## src/rtl/ced_fsm_pkg.sv

```systemverilog
package ced_fsm_pkg;

    localparam int PHASE_W = 2;
    localparam int ENC_W   = PHASE_W + 1;
    localparam int CTL_W   = 5;
    localparam int CHK_W   = ENC_W + CTL_W + 1;

    typedef logic [PHASE_W-1:0] phase_t;
    typedef logic [ENC_W-1:0]   enc_t;
    typedef logic [CTL_W-1:0]   ctl_t;

    // odd-parity code: parity bit on top, binary state unchanged below
    function automatic enc_t encode(input phase_t p);
        return {~^p, p};
    endfunction

    localparam enc_t S_IDLE = encode(2'b00);
    localparam enc_t S_LOAD = encode(2'b01);
    localparam enc_t S_RUN  = encode(2'b10);
    localparam enc_t S_DONE = encode(2'b11);

    localparam int CTL_READY = 0;
    localparam int CTL_BUSY  = 1;
    localparam int CTL_LOAD  = 2;
    localparam int CTL_DONE  = 3;
    localparam int CTL_ADV   = 4;

    typedef struct packed {
        enc_t state;
        logic sticky;
    } regs_t;

endpackage

```

## src/rtl/ced_fsm_next.sv

```systemverilog
module ced_fsm_next
    import ced_fsm_pkg::*;
(
    input  enc_t state_i,
    input  logic start_i,
    input  logic halt_i,
    output enc_t next_o
);

    always_comb begin
        case (state_i)
            S_IDLE:  next_o = start_i ? S_LOAD : S_IDLE;
            S_LOAD:  next_o = S_RUN;
            S_RUN:   next_o = halt_i ? S_DONE : S_RUN;
            S_DONE:  next_o = S_IDLE;
            default: next_o = S_DONE;
        endcase
    end

endmodule

```

## src/rtl/ced_fsm_out.sv

```systemverilog
module ced_fsm_out
    import ced_fsm_pkg::*;
(
    input  enc_t state_i,
    input  logic step_i,
    output ctl_t ctl_o,
    output logic ctl_par_o
);

    // control decode
    always_comb begin
        ctl_o = '0;
        case (state_i)
            S_IDLE: ctl_o[CTL_READY] = 1'b1;
            S_LOAD: begin
                ctl_o[CTL_BUSY] = 1'b1;
                ctl_o[CTL_LOAD] = 1'b1;
            end
            S_RUN: begin
                ctl_o[CTL_BUSY] = 1'b1;
                ctl_o[CTL_ADV]  = step_i;
            end
            S_DONE:  ctl_o[CTL_DONE] = 1'b1;
            default: ctl_o = '0;
        endcase
    end

    // parity prediction, derived per state rather than from ctl_o
    always_comb begin
        case (state_i)
            S_IDLE:  ctl_par_o = 1'b1;
            S_LOAD:  ctl_par_o = 1'b0;
            S_RUN:   ctl_par_o = ~step_i;
            S_DONE:  ctl_par_o = 1'b1;
            default: ctl_par_o = 1'b0;
        endcase
    end

endmodule

```

## src/rtl/ced_par_check.sv

```systemverilog
module ced_par_check #(
    parameter int W = 9
) (
    input  logic [W-1:0] bits_i,
    output logic         err_o
);

    logic [W-1:0] acc;

    assign acc[0] = bits_i[0];
    for (genvar i = 1; i < W; i++) begin : g_xor
        assign acc[i] = acc[i-1] ^ bits_i[i];
    end

    // state parity is odd, output parity even: combined parity must be 1
    assign err_o = ~acc[W-1];

endmodule

```

## src/rtl/ced_parity_fsm.sv

```systemverilog
module ced_parity_fsm
    import ced_fsm_pkg::*;
(
    input  logic               clk,
    input  logic               rst,
    input  logic               start,
    input  logic               step,
    input  logic               halt,
    input  logic [ENC_W-1:0]   flip_mask,
    output logic [CTL_W-1:0]   ctl,
    output logic               ctl_par,
    output logic [PHASE_W-1:0] phase,
    output logic               err,
    output logic               err_sticky
);

    regs_t r_d, r_q;
    enc_t  nxt;

    ced_fsm_next i_next (
        .state_i (r_q.state),
        .start_i (start),
        .halt_i  (halt),
        .next_o  (nxt)
    );

    ced_fsm_out i_out (
        .state_i   (r_q.state),
        .step_i    (step),
        .ctl_o     (ctl),
        .ctl_par_o (ctl_par)
    );

    ced_par_check #(.W(CHK_W)) i_chk_tree (
        .bits_i ({r_q.state, ctl, ctl_par}),
        .err_o  (err)
    );

    always_comb begin
        r_d = r_q;
        if (rst) begin
            r_d.state  = S_IDLE;
            r_d.sticky = 1'b0;
        end else begin
            r_d.state  = nxt ^ flip_mask;
            r_d.sticky = r_q.sticky | err;
        end
    end

    always_ff @(posedge clk) begin
        r_q <= r_d;
    end

    assign phase      = r_q.state[PHASE_W-1:0];
    assign err_sticky = r_q.sticky;

endmodule

```

## config.mk

```make
export PLATFORM = sky130hd
export DESIGN_NAME = ced_parity_fsm
export DESIGN_NICKNAME = d
export VERILOG_FILES = /design/src/rtl/ced_fsm_pkg.sv /design/src/rtl/ced_fsm_next.sv /design/src/rtl/ced_fsm_out.sv /design/src/rtl/ced_par_check.sv /design/src/rtl/ced_parity_fsm.sv
export SDC_FILE = /design/constraint.sdc
export NUM_CORES = 1
export LEC_CHECK = 0
export BUFFER_PORTS_ARGS = -buffer_cell sky130_fd_sc_hd__buf_2
export CAP_MARGIN = 20
export CORE_AREA = 2 2 39 41
export CTS_CLUSTER_DIAMETER = 120
export DETAILED_ROUTE_END_ITERATION = 10
export DIE_AREA = 0 0 41 43
export SLEW_MARGIN = 10
export SYNTH_ARGS = -nofsm -noshare
export SYNTH_HDL_FRONTEND = slang
export SYNTH_SLANG_ARGS = --single-unit
```

## constraint.sdc

```tcl
create_clock -name clk -period 3.5 [get_ports clk]
set_input_delay 0.525 -clock clk [delete_from_list [all_inputs] [get_ports clk]]
set_output_delay 0.525 -clock clk [all_outputs]
set_load 0.01 [all_outputs]
```

======== Yosys cells after proc, flatten, opt, wreduce, memory -nomap -nowiden ========
Cells that the tools add are included.
W data, S select, Z words.
cells by class
  equal/unequal tests ..................... 4
  muxes and demuxes ....................... 9
  bitwise operators ....................... 12
  reduce and logical (&&, ||, !) cells .... 2
operators with widths
  cell                  count
  $pmux W3 S4           1
  $xor A1 B1 Y1         8
  $eq A3 B3 Y1 const B  2
  $mux W3               2
  $mux W1               5
  $reduce_or A2 Y1      2
  $eq A3 B1 Y1 const B  1
  $eq A3 B2 Y1 const B  1
  $xor A3 B3 Y3         1
  $not A1 Y1            2
  $pmux W1 S2           1
  $or A1 B1 Y1          1
word-level totals
  bits in registers ....................... 4
  input bits .............................. 8
  output and inout bits ................... 10
  logic and storage cells ................. 29

======== Depth between registers and ports, before layout ========
  depth in word-level cells ............... 13
  depth in mapped cells ................... 4
  gate-level depth less buffers ........... 3

======== Modules after synthesis ========
From an unflattened synthesis, not the netlist that was laid out.
unflattened totals
  cell total of the unflattened synthesis .. 40
  area total of the unflattened synthesis .. 371.6 µm²
modules (own cells, without submodules)
  module          instances  cells each  area each (µm²)  seq. area each (µm²)
  ced_parity_fsm  1          14          142.6            80.1
  ced_fsm_out     1          10          83.8             0.0
  ced_par_check   1          7           75.1             0.0
  ced_fsm_next    1          9           70.1             0.0

======== Worst setup path after synthesis ========
No wires, ideal clock.
  path type ............................... register to output
  start point ............................. register r_q (netlist bit phase[0])
  end point ............................... output err
  arrival ................................. 1.034 ns
  required time ........................... 2.975 ns
  path slack .............................. 1.941 ns
  stages on the path, launching flop included .. 4
  buffers on the path ..................... 1
  cells stage by stage .................... dfxtp_1 buf_4 xnor2_1 xor2_1
between the ends
  word-level cells in the longest chain between the ends .. 12
  elaborated cells between the ends (all ways) .. 21
  classes of those cells .................. eq/ne (4); mux (6); bitwise (9); reduce/logical (2)
ends and longest elaborated chain
  element                            line                                  source
  from (decl)                        ced_parity_fsm.sv:17                  regs_t r_d, r_q;
  from (signal assigned)             ced_parity_fsm.sv:51                  r_q <= r_d;
  $eq A3 B3 Y1                       ced_fsm_out.sv:13, ced_fsm_out.sv:30
  $reduce_or A2 Y1 (no source line)  --
  $pmux W1 S2                        ced_fsm_out.sv:30                     case (state_i)
  $xor A1 B1 Y1 (5 in a row)         ced_par_check.sv:12                   assign acc[i] = acc[i-1] ^ bits_i[i];
  $xor A1 B1 Y1 (*) (3 in a row)     ced_par_check.sv:12
  $not A1 Y1 (*)                     ced_par_check.sv:16                   assign err_o = ~acc[W-1];
  to (decl)                          ced_parity_fsm.sv:13                  output logic err,
Every way passes the cells marked *; elsewhere a longest branch is shown, timed or not.

======== Worst setup path in the final report ========
Ends and elaborated chain as after synthesis.

==> impl_metrics.yaml <==
place:
  io_buffer_count: 17
  globalplace.congestion: 0.601
  place_area_um2: 394
  dp_slack_ns: 1.76
status:
  outcome: "finished, final reports clean"
clocking:
  cts.clk_slew.worst_paths_ns: 0.04
  root_buffer: "clkbuf_4"
  htreeDepth: 1
  ctsHoldBuffers: 0
  clk_path_buf_depth: 2
  cts_num_sinks: 4
  numCtsBuffers: 3
  cts_resized: 0
  tritoncts: "built"
  clkLatencyLatePin_ns: 0.24
  cts_setup_buffers: 0
die:
  rows: 14
  design.die.area_um2: 1760
  num_io_pins: 18
  die-height_um: 43
  start_util_pct: 26.4
  die_w_um: 41
  core_um2: 1380
routing:
  met3WireLength_um: 60
  drtAntennaViolNets: 0
  wl_um: 671
  wl_met1_um: 303
  vias: 316
  drt-initial-drc-count: 2
  drc: 0
  dr.max_layer_used: "met3"
  wl_per_cell_um: 9.87
  wl_met2_um: 307
  drt_pass1_iterations: 3
  via_per_inst: 4.65
timing:
  worst_slack_ns: 1.52
  period_share_pct: 56.5
  fin_setup_tns_ns: 0
  finalMaxSlewViolations: 0
  slew_headroom_pct: 66.4
  grt_setup_unrepaired: "false"
  finalClockSkew_ns: 0.00222
  worst_slew_pin_slew_ns: 0.503
  timing.final.hold_violations: 0
  min_period_ns: 1.98
  fmax_ghz: 0.505
  setup_viol: 0
grt:
  grt_pass1_wl_um: 972
  grt_pass1_vias: 233
  grt_max_degree: 17
  track_usage_pct: 8.63
  grt-ovfl-total: 0
  antenna_found_initial: 0
synthesis:
  synthCells: 42
  yosysWarnings: 0
  synth-seq-area-share_pct: 21.9
  ys_ff_latch: 4
  syn-mean-instance-area_um2: 8.70
  netlist_area_um2: 365
  synth_nets: 50
  synth_cell_type_count: 25
setup_path:
  crit_path_cell_trace: "xnor2_1 > xor2_1 > buf_2"
  worstPathBufferInverterCount: 1
  crit_required_ns: 2.97
  max_stage_delay_ns: 0.56
  cp.arrival_ns: 1.45
  crit_family: "flip-flops"
  worstSetupPathType: "reg2out"
  critical-path-slowest-cell: "dfxtp_1"
  start_kind: "register"
  critPathMaxFanout: 14
  worstSetupEndpointType: "output pin"
job:
  drv_cap: 0
cells_and_area:
  multi_input_area_um2: 209
  mostFrequentLayoutCells: "buf_2 (17), dfxtp_1 (4), nor3_1 (3), a21o_1 (3), clkbuf_4 (3)"
  fin_area_um2: 417
  drive_above_1_share_pct: 48.1
  layout_commonest_cell: "buf_2"
  fill_cells: 157
  area_growth_pct: 14.0
  seq_area_um2: 80.1
  fin_nets: 62
  antenna_cells: 0
worst_hold_path:
  hold_path_class: "reg2reg"
power_and_ir_drop:
  peakVddDrop_mv: 0.267
  p_total_mw: 0.216
  powerDensity_nw_per_um2: 519
  p_leak_nw: 0.199
==> per-stage QoR <==
| stage | cells | hold WS (ns) | util (%) |
|---|---|---|---|
| 5_1_grt | 68 | 0.517 | 30.1 |
| 3_5_place_dp | 65 | 0.471 | 28.5 |
| 4_1_cts | 68 | 0.481 | 30.1 |
| 2_1_floorplan | 42 | 0.526 | - |
| 3_3_place_gp | 65 | 0.466 | 28.5 |
| 6_report | 68 | 0.478 | 30.1 |
==> power breakdown <==
| part | internal [mW] | switching [mW] |
|---|---|---|
| registers | 0.0542 | 0.0187 |
| clock network | 0.0385 | 0.0209 |
| logic | 0.0466 | 0.0374 |
==> sequential cells by signal (all words and copies together), names as in the netlist <==
| name | cells |
|---|---|
| r_q | 1 |
| err_sticky | 1 |
| phase | 2 |
==> final timing paths <==
check | startpoint | to | slack, ns | cells after the start
setup / recovery | phase[0]$_SDFF_PP0_ | err | 1.52 | 3
setup reg to reg | phase[0]$_SDFF_PP0_ | r_q[3]$_SDFF_PP1_ | 1.97 | 3
hold reg to reg | err_sticky$_SDFF_PP0_ | err_sticky$_SDFF_PP0_ | 0.48 | 1
hold / removal | err_sticky$_SDFF_PP0_ | err_sticky$_SDFF_PP0_ | 0.48 | 1
==> cell families after synthesis <==
logic type / synth area share (%)
AOI/OAI and AO/OA: 17.8
xor gates and xnor gates: 4.80
buffers and inverters: 20.9
DFF: 21.9
muxes: 3.08
and+or+nand+nor: 31.5
==> metal layers <==
metal	vias to the layer above	GRT usage [%]
li1	164	-
met1	140	10.3
met2	12	11.3
met3	0	6.28
met4	0	4.00
met5	-	0
==> cells in the mapped netlist (all sizes together) <==
master | n | share of area [%]
a21bo | 1 | 2.7
a21o | 3 | 6.2
a21oi | 1 | 1.4
and3 | 1 | 1.7
and4bb | 1 | 4.5
buf | 10 | 21
dfxtp | 4 | 22
mux2 | 1 | 3.1
nand2 | 1 | 1.0
nand3 | 1 | 1.4
nor2 | 2 | 2.1
nor2b | 2 | 3.4
nor3 | 3 | 4.1
nor3b | 3 | 7.5
nor4 | 1 | 1.7
nor4b | 1 | 2.4
o21ba | 1 | 2.7
o31a | 1 | 2.4
o32ai | 1 | 2.4
or3 | 1 | 1.7
xnor2 | 1 | 2.4
xor2 | 1 | 2.4
==> area by class of cell <==
cell class / count / share of cell area, %
multi-input combinational: 28 / 50.2
timing repair buffer: 17 / 20.4
sequential: 4 / 19.2
clock buffer: 3 / 5.41
tap: 16 / 4.80
No activity file was read; power rests on OpenSTA's default activity.
